### config.mk
export PLATFORM = sky130hd
export DESIGN_NAME = pfx_front_decoder
export DESIGN_NICKNAME = d
export VERILOG_FILES = /design/src/rtl/pfxd_pkg.sv /design/src/rtl/pfxd_classify.sv /design/src/rtl/pfxd_accum.sv /design/src/rtl/pfxd_resolve.sv /design/src/rtl/pfx_front_decoder.sv
export SDC_FILE = /design/constraint.sdc
export NUM_CORES = 1
export LEC_CHECK = 0
export ABC_AREA = 1
export CAP_MARGIN = 40
export CORE_MARGIN = 1
export CORE_UTILIZATION = 47
export CTS_CLUSTER_DIAMETER = 150
export DETAILED_ROUTE_END_ITERATION = 6
export MAX_ROUTING_LAYER = met4
export PLACE_DENSITY = 0.75
export SLEW_MARGIN = 20
export SYNTH_ARGS = -nofsm -noshare
export SYNTH_HDL_FRONTEND = slang
export SYNTH_SLANG_ARGS = --single-unit
### constraint.sdc
create_clock -name clk -period 1.72 [get_ports clk]
set_input_delay 0.172 -clock clk [delete_from_list [all_inputs] [get_ports clk]]
set_output_delay 0.172 -clock clk [all_outputs]
set_load 0.05 [all_outputs]
### src/rtl/pfxd_pkg.sv
package pfxd_pkg;

   typedef enum logic [2:0] {
      K_OPC, K_SEG, K_OSZ, K_ASZ, K_LOCK, K_REP, K_REX
   } byte_kind_e;

   localparam logic [2:0] SEG_NONE = 3'd0;
   localparam logic [2:0] SEG_ES   = 3'd1;
   localparam logic [2:0] SEG_CS   = 3'd2;
   localparam logic [2:0] SEG_SS   = 3'd3;
   localparam logic [2:0] SEG_DS   = 3'd4;
   localparam logic [2:0] SEG_FS   = 3'd5;
   localparam logic [2:0] SEG_GS   = 3'd6;

   localparam logic [1:0] HINT_NONE = 2'd0;
   localparam logic [1:0] HINT_NT   = 2'd1;
   localparam logic [1:0] HINT_TK   = 2'd2;

   localparam logic [1:0] REP_NONE = 2'd0;
   localparam logic [1:0] REP_F3   = 2'd1;
   localparam logic [1:0] REP_F2   = 2'd2;

   localparam logic [2:0] MP_NONE = 3'd0;
   localparam logic [2:0] MP_66   = 3'd1;
   localparam logic [2:0] MP_F3   = 3'd2;
   localparam logic [2:0] MP_F2   = 3'd3;
   localparam logic [2:0] MP_66F2 = 3'd4;

   typedef struct packed {
      logic [2:0] seg;
      logic [1:0] hint;
      logic       nt;
      logic       osz;
      logic       lock;
      logic [1:0] rep;
      logic       rex_v;
      logic [3:0] rex;
   } pfx_state_t;

   typedef struct packed {
      logic [2:0] seg;
      logic       opsz;
      logic       len_chg;
      logic       lock;
      logic [1:0] rep;
      logic [2:0] mp;
      logic [3:0] rex;
      logic       hint_tk;
      logic       hint_nt;
      logic       notrack;
   } pfx_result_t;

endpackage

### src/rtl/pfxd_classify.sv
module pfxd_classify
   import pfxd_pkg::*;
(
   input  logic [7:0]  byte_i,
   input  logic        rex_ok_i,
   output byte_kind_e  kind_o,
   output logic [2:0]  seg_o
);

   always_comb begin
      kind_o = K_OPC;
      seg_o  = SEG_NONE;
      case (byte_i)
         8'h26: begin kind_o = K_SEG; seg_o = SEG_ES; end
         8'h2E: begin kind_o = K_SEG; seg_o = SEG_CS; end
         8'h36: begin kind_o = K_SEG; seg_o = SEG_SS; end
         8'h3E: begin kind_o = K_SEG; seg_o = SEG_DS; end
         8'h64: begin kind_o = K_SEG; seg_o = SEG_FS; end
         8'h65: begin kind_o = K_SEG; seg_o = SEG_GS; end
         8'h66: kind_o = K_OSZ;
         8'h67: kind_o = K_ASZ;
         8'hF0: kind_o = K_LOCK;
         8'hF2, 8'hF3: kind_o = K_REP;
         default: begin
            if (rex_ok_i && byte_i[7:4] == 4'h4) kind_o = K_REX;
         end
      endcase
   end

endmodule

### src/rtl/pfxd_accum.sv
module pfxd_accum
   import pfxd_pkg::*;
#(
   parameter int MAX_LEN = 15,
   localparam int CNT_W  = $clog2(MAX_LEN + 1)
)(
   input  logic             clk,
   input  logic             rst_n,
   input  logic             take_i,
   input  logic             clear_i,
   input  byte_kind_e       kind_i,
   input  logic [2:0]       seg_i,
   input  logic [7:0]       byte_i,
   input  logic             m64_i,
   output pfx_state_t       nxt_o,
   output logic [CNT_W-1:0] cnt_o
);

   pfx_state_t       st_q;
   logic [CNT_W-1:0] cnt_q;

   always_comb begin
      nxt_o = st_q;
      cnt_o = cnt_q;
      if (take_i && kind_i != K_OPC) begin
         cnt_o = cnt_q + 1'b1;
         if (kind_i != K_REX) begin
            nxt_o.rex_v = 1'b0;
            nxt_o.rex   = 4'h0;
         end
         case (kind_i)
            K_SEG: begin
               if (!m64_i || seg_i == SEG_FS || seg_i == SEG_GS) nxt_o.seg = seg_i;
               if (seg_i == SEG_CS) nxt_o.hint = HINT_NT;
               if (seg_i == SEG_DS) begin
                  nxt_o.hint = HINT_TK;
                  nxt_o.nt   = 1'b1;
               end
            end
            K_OSZ:  nxt_o.osz  = 1'b1;
            K_LOCK: nxt_o.lock = 1'b1;
            K_REP:  nxt_o.rep  = byte_i[0] ? REP_F3 : REP_F2;
            K_REX: begin
               nxt_o.rex_v = 1'b1;
               nxt_o.rex   = byte_i[3:0];
            end
            default: ;
         endcase
      end
   end

   always_ff @(posedge clk or negedge rst_n) begin
      if (!rst_n) begin
         st_q  <= '0;
         cnt_q <= '0;
      end else if (clear_i) begin
         st_q  <= '0;
         cnt_q <= '0;
      end else if (take_i) begin
         st_q  <= nxt_o;
         cnt_q <= cnt_o;
      end
   end

   AST_CNT_BELOW_LIMIT: assert property (@(posedge clk) disable iff (!rst_n)
      cnt_q < CNT_W'(MAX_LEN)) else $error("prefix count reached limit");

   AST_CLEAR_EMPTIES: assert property (@(posedge clk) disable iff (!rst_n)
      clear_i |=> (cnt_q == '0 && st_q == '0)) else $error("state not cleared");

endmodule

### src/rtl/pfxd_resolve.sv
module pfxd_resolve
   import pfxd_pkg::*;
(
   input  pfx_state_t  st_i,
   input  logic        branch_i,
   output pfx_result_t res_o
);

   logic [3:0] rex_eff;

   always_comb begin
      rex_eff       = st_i.rex_v ? st_i.rex : 4'h0;
      res_o.seg     = st_i.seg;
      res_o.opsz    = st_i.osz;
      res_o.len_chg = st_i.osz & ~rex_eff[3];
      res_o.lock    = st_i.lock;
      res_o.rep     = st_i.rep;
      res_o.rex     = rex_eff;
      res_o.hint_tk = branch_i && st_i.hint == HINT_TK;
      res_o.hint_nt = branch_i && st_i.hint == HINT_NT;
      res_o.notrack = branch_i && st_i.nt;
      if (st_i.rep == REP_F3)      res_o.mp = MP_F3;
      else if (st_i.rep == REP_F2) res_o.mp = st_i.osz ? MP_66F2 : MP_F2;
      else                         res_o.mp = st_i.osz ? MP_66 : MP_NONE;
   end

endmodule

### src/rtl/pfx_front_decoder.sv
module pfx_front_decoder
   import pfxd_pkg::*;
#(
   parameter int MAX_LEN  = 15,
   parameter bit ALLOW_64 = 1'b1,
   localparam int CNT_W   = $clog2(MAX_LEN + 1)
)(
   input  logic             clk,
   input  logic             rst_n,
   input  logic             in_valid,
   input  logic [7:0]       in_byte,
   output logic             in_ready,
   input  logic             mode64,
   input  logic             is_branch,
   output logic             out_valid,
   output logic [7:0]       out_opcode,
   output logic [CNT_W-1:0] out_count,
   output logic             out_fault,
   output logic [2:0]       out_seg,
   output logic             out_opsz,
   output logic             out_len_chg,
   output logic             out_lock,
   output logic [1:0]       out_rep,
   output logic [2:0]       out_mp,
   output logic             out_rex_w,
   output logic             out_rex_r,
   output logic             out_rex_x,
   output logic             out_rex_b,
   output logic             out_hint_tk,
   output logic             out_hint_nt,
   output logic             out_notrack
);

   logic             m64_eff;
   logic             take;
   logic             done;
   byte_kind_e       kind;
   logic [2:0]       seg_code;
   pfx_state_t       nxt_st;
   logic [CNT_W-1:0] nxt_cnt;
   pfx_result_t      res;
   pfx_result_t      res_q;
   logic             res_m64_q;

   generate
      if (ALLOW_64) begin : g_m64
         assign m64_eff = mode64;
      end else begin : g_legacy
         logic unused_mode;
         assign unused_mode = mode64;
         assign m64_eff     = 1'b0;
      end
   endgenerate

   assign in_ready = ~out_valid;
   assign take     = in_valid & in_ready;

   pfxd_classify u_cls (
      .byte_i   (in_byte),
      .rex_ok_i (m64_eff),
      .kind_o   (kind),
      .seg_o    (seg_code)
   );

   pfxd_accum #(.MAX_LEN(MAX_LEN)) u_acc (
      .clk     (clk),
      .rst_n   (rst_n),
      .take_i  (take),
      .clear_i (done),
      .kind_i  (kind),
      .seg_i   (seg_code),
      .byte_i  (in_byte),
      .m64_i   (m64_eff),
      .nxt_o   (nxt_st),
      .cnt_o   (nxt_cnt)
   );

   pfxd_resolve u_res (
      .st_i     (nxt_st),
      .branch_i (is_branch),
      .res_o    (res)
   );

   assign done = take && (kind == K_OPC || nxt_cnt == CNT_W'(MAX_LEN));

   always_ff @(posedge clk or negedge rst_n) begin
      if (!rst_n) begin
         out_valid  <= 1'b0;
         out_opcode <= '0;
         out_count  <= '0;
         out_fault  <= 1'b0;
         res_q      <= '0;
         res_m64_q  <= 1'b0;
      end else begin
         out_valid <= done;
         if (done) begin
            out_opcode <= in_byte;
            out_count  <= nxt_cnt;
            out_fault  <= (kind != K_OPC);
            res_q      <= res;
            res_m64_q  <= m64_eff;
         end
      end
   end

   assign out_seg     = res_q.seg;
   assign out_opsz    = res_q.opsz;
   assign out_len_chg = res_q.len_chg;
   assign out_lock    = res_q.lock;
   assign out_rep     = res_q.rep;
   assign out_mp      = res_q.mp;
   assign out_rex_w   = res_q.rex[3];
   assign out_rex_r   = res_q.rex[2];
   assign out_rex_x   = res_q.rex[1];
   assign out_rex_b   = res_q.rex[0];
   assign out_hint_tk = res_q.hint_tk;
   assign out_hint_nt = res_q.hint_nt;
   assign out_notrack = res_q.notrack;

   AST_SINGLE_PULSE: assert property (@(posedge clk) disable iff (!rst_n)
      out_valid |=> !out_valid) else $error("result pulse longer than one cycle");

   AST_SEG_64_ONLY_FSGS: assert property (@(posedge clk) disable iff (!rst_n)
      (out_valid && res_m64_q) |-> (out_seg == SEG_NONE || out_seg == SEG_FS || out_seg == SEG_GS))
      else $error("legacy segment effective in 64-bit mode");

   AST_NO_REX_LEGACY: assert property (@(posedge clk) disable iff (!rst_n)
      (out_valid && !res_m64_q) |-> !(out_rex_w || out_rex_r || out_rex_x || out_rex_b))
      else $error("REX bits outside 64-bit mode");

   AST_FAULT_AT_LIMIT: assert property (@(posedge clk) disable iff (!rst_n)
      (out_valid && out_fault) |-> out_count == CNT_W'(MAX_LEN))
      else $error("fault at wrong count");

   AST_LENCHG_IMPLIES: assert property (@(posedge clk) disable iff (!rst_n)
      out_len_chg |-> (out_opsz && !out_rex_w)) else $error("length change without 66h");

   AST_HINT_EXCL: assert property (@(posedge clk) disable iff (!rst_n)
      $onehot0({out_hint_tk, out_hint_nt})) else $error("both hints set");

   AST_HOLD_FIELDS: assert property (@(posedge clk) disable iff (!rst_n)
      (!out_valid && !$past(done)) |-> $stable(out_seg)) else $error("fields moved");

endmodule

==> impl_results.md <==
- Status: finished, violations left
- Failing checks: negative setup slack
- I/O pin count: 46
- Top post-synthesis cells by area: dfrtp_1 49%, nand2_1 16%, nand3_1 7.8%
- Number of cells in the finished layout apart from fillers: 541
- DP HPWL: 4.88 mm
- Fin crit share: 113%
- Initial Util: 50.2%
- RSZ-0062 raised after global routing: true
- Yosys top cell by area: dfrtp_1
- Clock share of power: 30.4%
- R2R Path Start: out_valid$_DFF_PN0_
- Gr ovfl total: 0
- Synth-to-Final Area Change: 57.1%
- Flops & latches, synth: 51
- Die height: 76.8 µm
- Max-slew headroom: 64.5%
- Initial antenna violation count: 0
- Worst Max-Slew Pin Slew: 0.533 ns
- DP Cell Count: 506
- Sequential share of power: 44.5%
- CTS Buf Count: 5
- Synth top area share: 48.5%
- CTS tree: built
- Layout cells sized above 1: 38.9%
- Max rail drop VDD: 504 µV
- CTS Sinks: 51
- Syn. warnings: 0
- Skew final: 0.00993 ns
- Critical path fanouts, max: 5
- Max Cap Viol: 0
- Sw Ratio: 31.2%
- DR DRC count: 0
- Core Util, Final: 78.9%
- Crit path kind: input port to register
- Port Buf Inserts: 45
- Net Switching: 0.904 mW
- 1st-iter DRT viols: 314
- Cell area after layout: 4130 µm²
- Core region area: 5240 µm²
- Lkg Pwr: 2.30 nW
- Largest net degree at the start of global routing: 30
- Gate Count Post-Synth: 349
- Syn Std Cell Area: 2630 µm²
- Fraction of registers with async set/reset: 100%
- Final WL: 8.65 mm
- Register area share after synthesis: 48.5%
- Combinational power share: 25.1%
- Post-DR vias/cell: 5.38
- CP required: 1.93 ns
- Depth of the most critical reg-to-reg path: 13
- Min Clock Period, post-route: 1.94 ns
- Hold WC Path Type: input port to register
- Reg-to-Reg End: out_count[3]$_DFFE_PN0P_
- Max frequency: 517 MHz
- PnR worst setup slack: -0.215 ns
- Fin nets: 486
- Fin Hold WS: 0.177 ns
- Power Density: 700 nW/µm²
- First-pass GRT wire length: 12.6 mm
- Setup crit start kind: input port
- Vias in the first global route: 2,714
- Num rows: 26
- Post-synth EDFFs: 0
- Routed WL per cell: 16.0 µm
- Final slew viol count: 0
- Syn avg cell area: 7.54 µm²
- Die Wd: 76.8 µm
- Internal power: 1.99 mW
- Placed cell areas: 3510 µm²
- Pre-Repair DR Iteration Count: 5
- Setup TNS: -9.12 ns
- Gr usage total: 28.0%
- Main synth FF type: dfrtp_1
- Final setup viols: 51
- Worst EP arrival: 2.14 ns
- Maximum clock path buffer count: 2
- Reg2Reg Setup Slack: -0.20 ns
- Clk root buf: clkbuf_8
- Start point of the critical path: in_byte[4]
- Final GP Congestion: 0.882
- Hold Fails Final Rpt: 0
- Vias: 2,909
- Crit path to: out_mp[0]$_DFFE_PN0P_
- Worst setup EP type: register
- Die ar.: 5900 µm²
- Final ANT Viol Nets: 0
- Synth Net Count: 365
- Number of diodes: 0
- Clk Latency, worst-skew pair: 0.31 ns
- Synth unique cells: 24
- Clock transition at path regs: 0.09 ns
- H-Tree Depth: 2
==> cells in the final DEF, fill, tap and decap left out, types with 2 or more instances in the layout <==
master and instances:
nand3b_1 2, nand2_4 11, inv_2 7, nor2_4 8
clkbuf_8 6, dlymetal6s2s_1 7, a21boi_2 2, nand3_1 35
nor2_2 8, nor2_1 31, nand4_1 6, nand2_2 24
nand3_2 5, buf_12 3, o21ai_0 6, buf_2 9
nand2_1 83, clkdlybuf4s50_1 19, buf_4 83, clkinvlp_4 2
a21boi_1 2, nand4_4 2, ha_1 3, inv_1 37
o21ai_1 2, dfrtp_1 50, inv_4 2
==> power groups by stage <==
stage                     Sequential [mW]  Clock (mW)  Combinational (mW)
after global placement               1.30           0               0.599
after global routing                 1.29       0.924               0.765
after detailed placement             1.30           0               0.607
final                                1.29       0.880               0.727
after CTS                            1.28       0.884               0.685
after floorplan                      1.45           0               0.187
==> synth_stat cells (2+ instances only) <==
| master | count |
|---|---|
| nand2_1 | 115 |
| dfrtp_1 | 51 |
| inv_1 | 45 |
| nor2_1 | 44 |
| nand3_1 | 41 |
| o21ai_0 | 9 |
| nand4_1 | 6 |
| buf_6 | 5 |
| a21boi_0 | 4 |
| buf_4 | 4 |
| clkbuf_1 | 4 |
| ha_1 | 3 |
| nor2_2 | 3 |
| inv_2 | 2 |
| nand2_2 | 2 |
| nand2_4 | 2 |
| nand3b_1 | 2 |
==> layer usage <==
metal,wire length [µm],GRT usage (%),up-vias
li1,-,-,1325
met4,397,11.0,0
met3,639,3.45,41
met2,4270,46.5,176
met5,0,-,-
met1,3340,34.7,1367
==> layout make-up <==
cell class | count | area [µm²]
Fill cell | 316 | 1110
Timing Repair Buffer | 126 | 1080
Clock buffer | 6 | 82.6
Clock inverter | 2 | 35.0
Tap cell | 70 | 87.6
Sequential cell | 51 | 1280
Multi-Input combinational cell | 238 | 1380
Inverter | 48 | 193
==> worst max-delay path, cell delays in order <==
cell     delay (ns)
buf_2          0.14
nand4_1        0.21
inv_2          0.18
nand3_4        0.11
buf_4          0.17
nor2_4         0.12
nand4_1        0.17
nand2_1        0.17
inv_2          0.07
nor2_4         0.13
ha_1           0.26
nand2_1        0.07
inv_1          0.04
nand3_1        0.07
nand2_1        0.05
==> how the worst min path moves through the flow <==
| stage | slack [ns] | from | cells after the start | end |
|---|---|---|---|---|
| 3_3_place_gp | 0.18 | rst_n | 1 | out_count[0]$_DFFE_PN0P_ |
| 5_1_grt | 0.20 | in_byte[4] | 3 | out_opcode[4]$_DFFE_PN0P_ |
| 2_1_floorplan | -0.12 | rst_n | 0 | out_count[0]$_DFFE_PN0P_ |
| 6_report | 0.18 | in_byte[4] | 3 | out_opcode[4]$_DFFE_PN0P_ |
| 4_1_cts | 0.17 | in_byte[1] | 3 | out_opcode[1]$_DFFE_PN0P_ |
| 3_5_place_dp | 0.18 | rst_n | 1 | out_count[0]$_DFFE_PN0P_ |
==> metrics by stage <==
stage / power (mW) / worst slack, ns
floorplan: 1.64 / -0.401
global placement: 1.89 / -0.847
detailed placement: 1.90 / -0.885
CTS: 2.85 / -0.0907
global route: 2.98 / -0.325
finish: 2.89 / -0.215
==> logic make-up after synthesis <==
logic type / count (synthesis) / share of synthesized area [%]
AO/OA/AOI/OAI: 16 / 3.76
buffers and inverters: 61 / 10.8
flip-flops: 51 / 48.5
AND/OR/NAND/NOR: 218 / 35.5
adder cells (fa/ha/maj): 3 / 1.43
==> state kept, by name, summed over array words and instances, names as in the netlist <==
name and count:
out_hint_tk 1, out_rex_b 1, out_valid 1, out_mp 3, out_fault 1, u_acc.st_q 15
out_hint_nt 1, out_opsz 1, out_lock 1, out_rex_r 1, out_count 4, out_opcode 8
out_len_chg 1, out_rep 2, out_rex_x 1, out_notrack 1, u_acc.cnt_q 4, out_rex_w 1
out_seg 3
==> what timing repair did <==
action | in CTS | in global routing
pin swaps | 24 | 10
hold buffers | 1 | 0
setup endpoints to repair | 51 | 51
gates cloned | 2 | 0
endpoints found under the hold margin | 22 | 0
resized for setup | 91 | 45
buffers inserted | 18 | 7
Power figures use the tool's default switching activity.
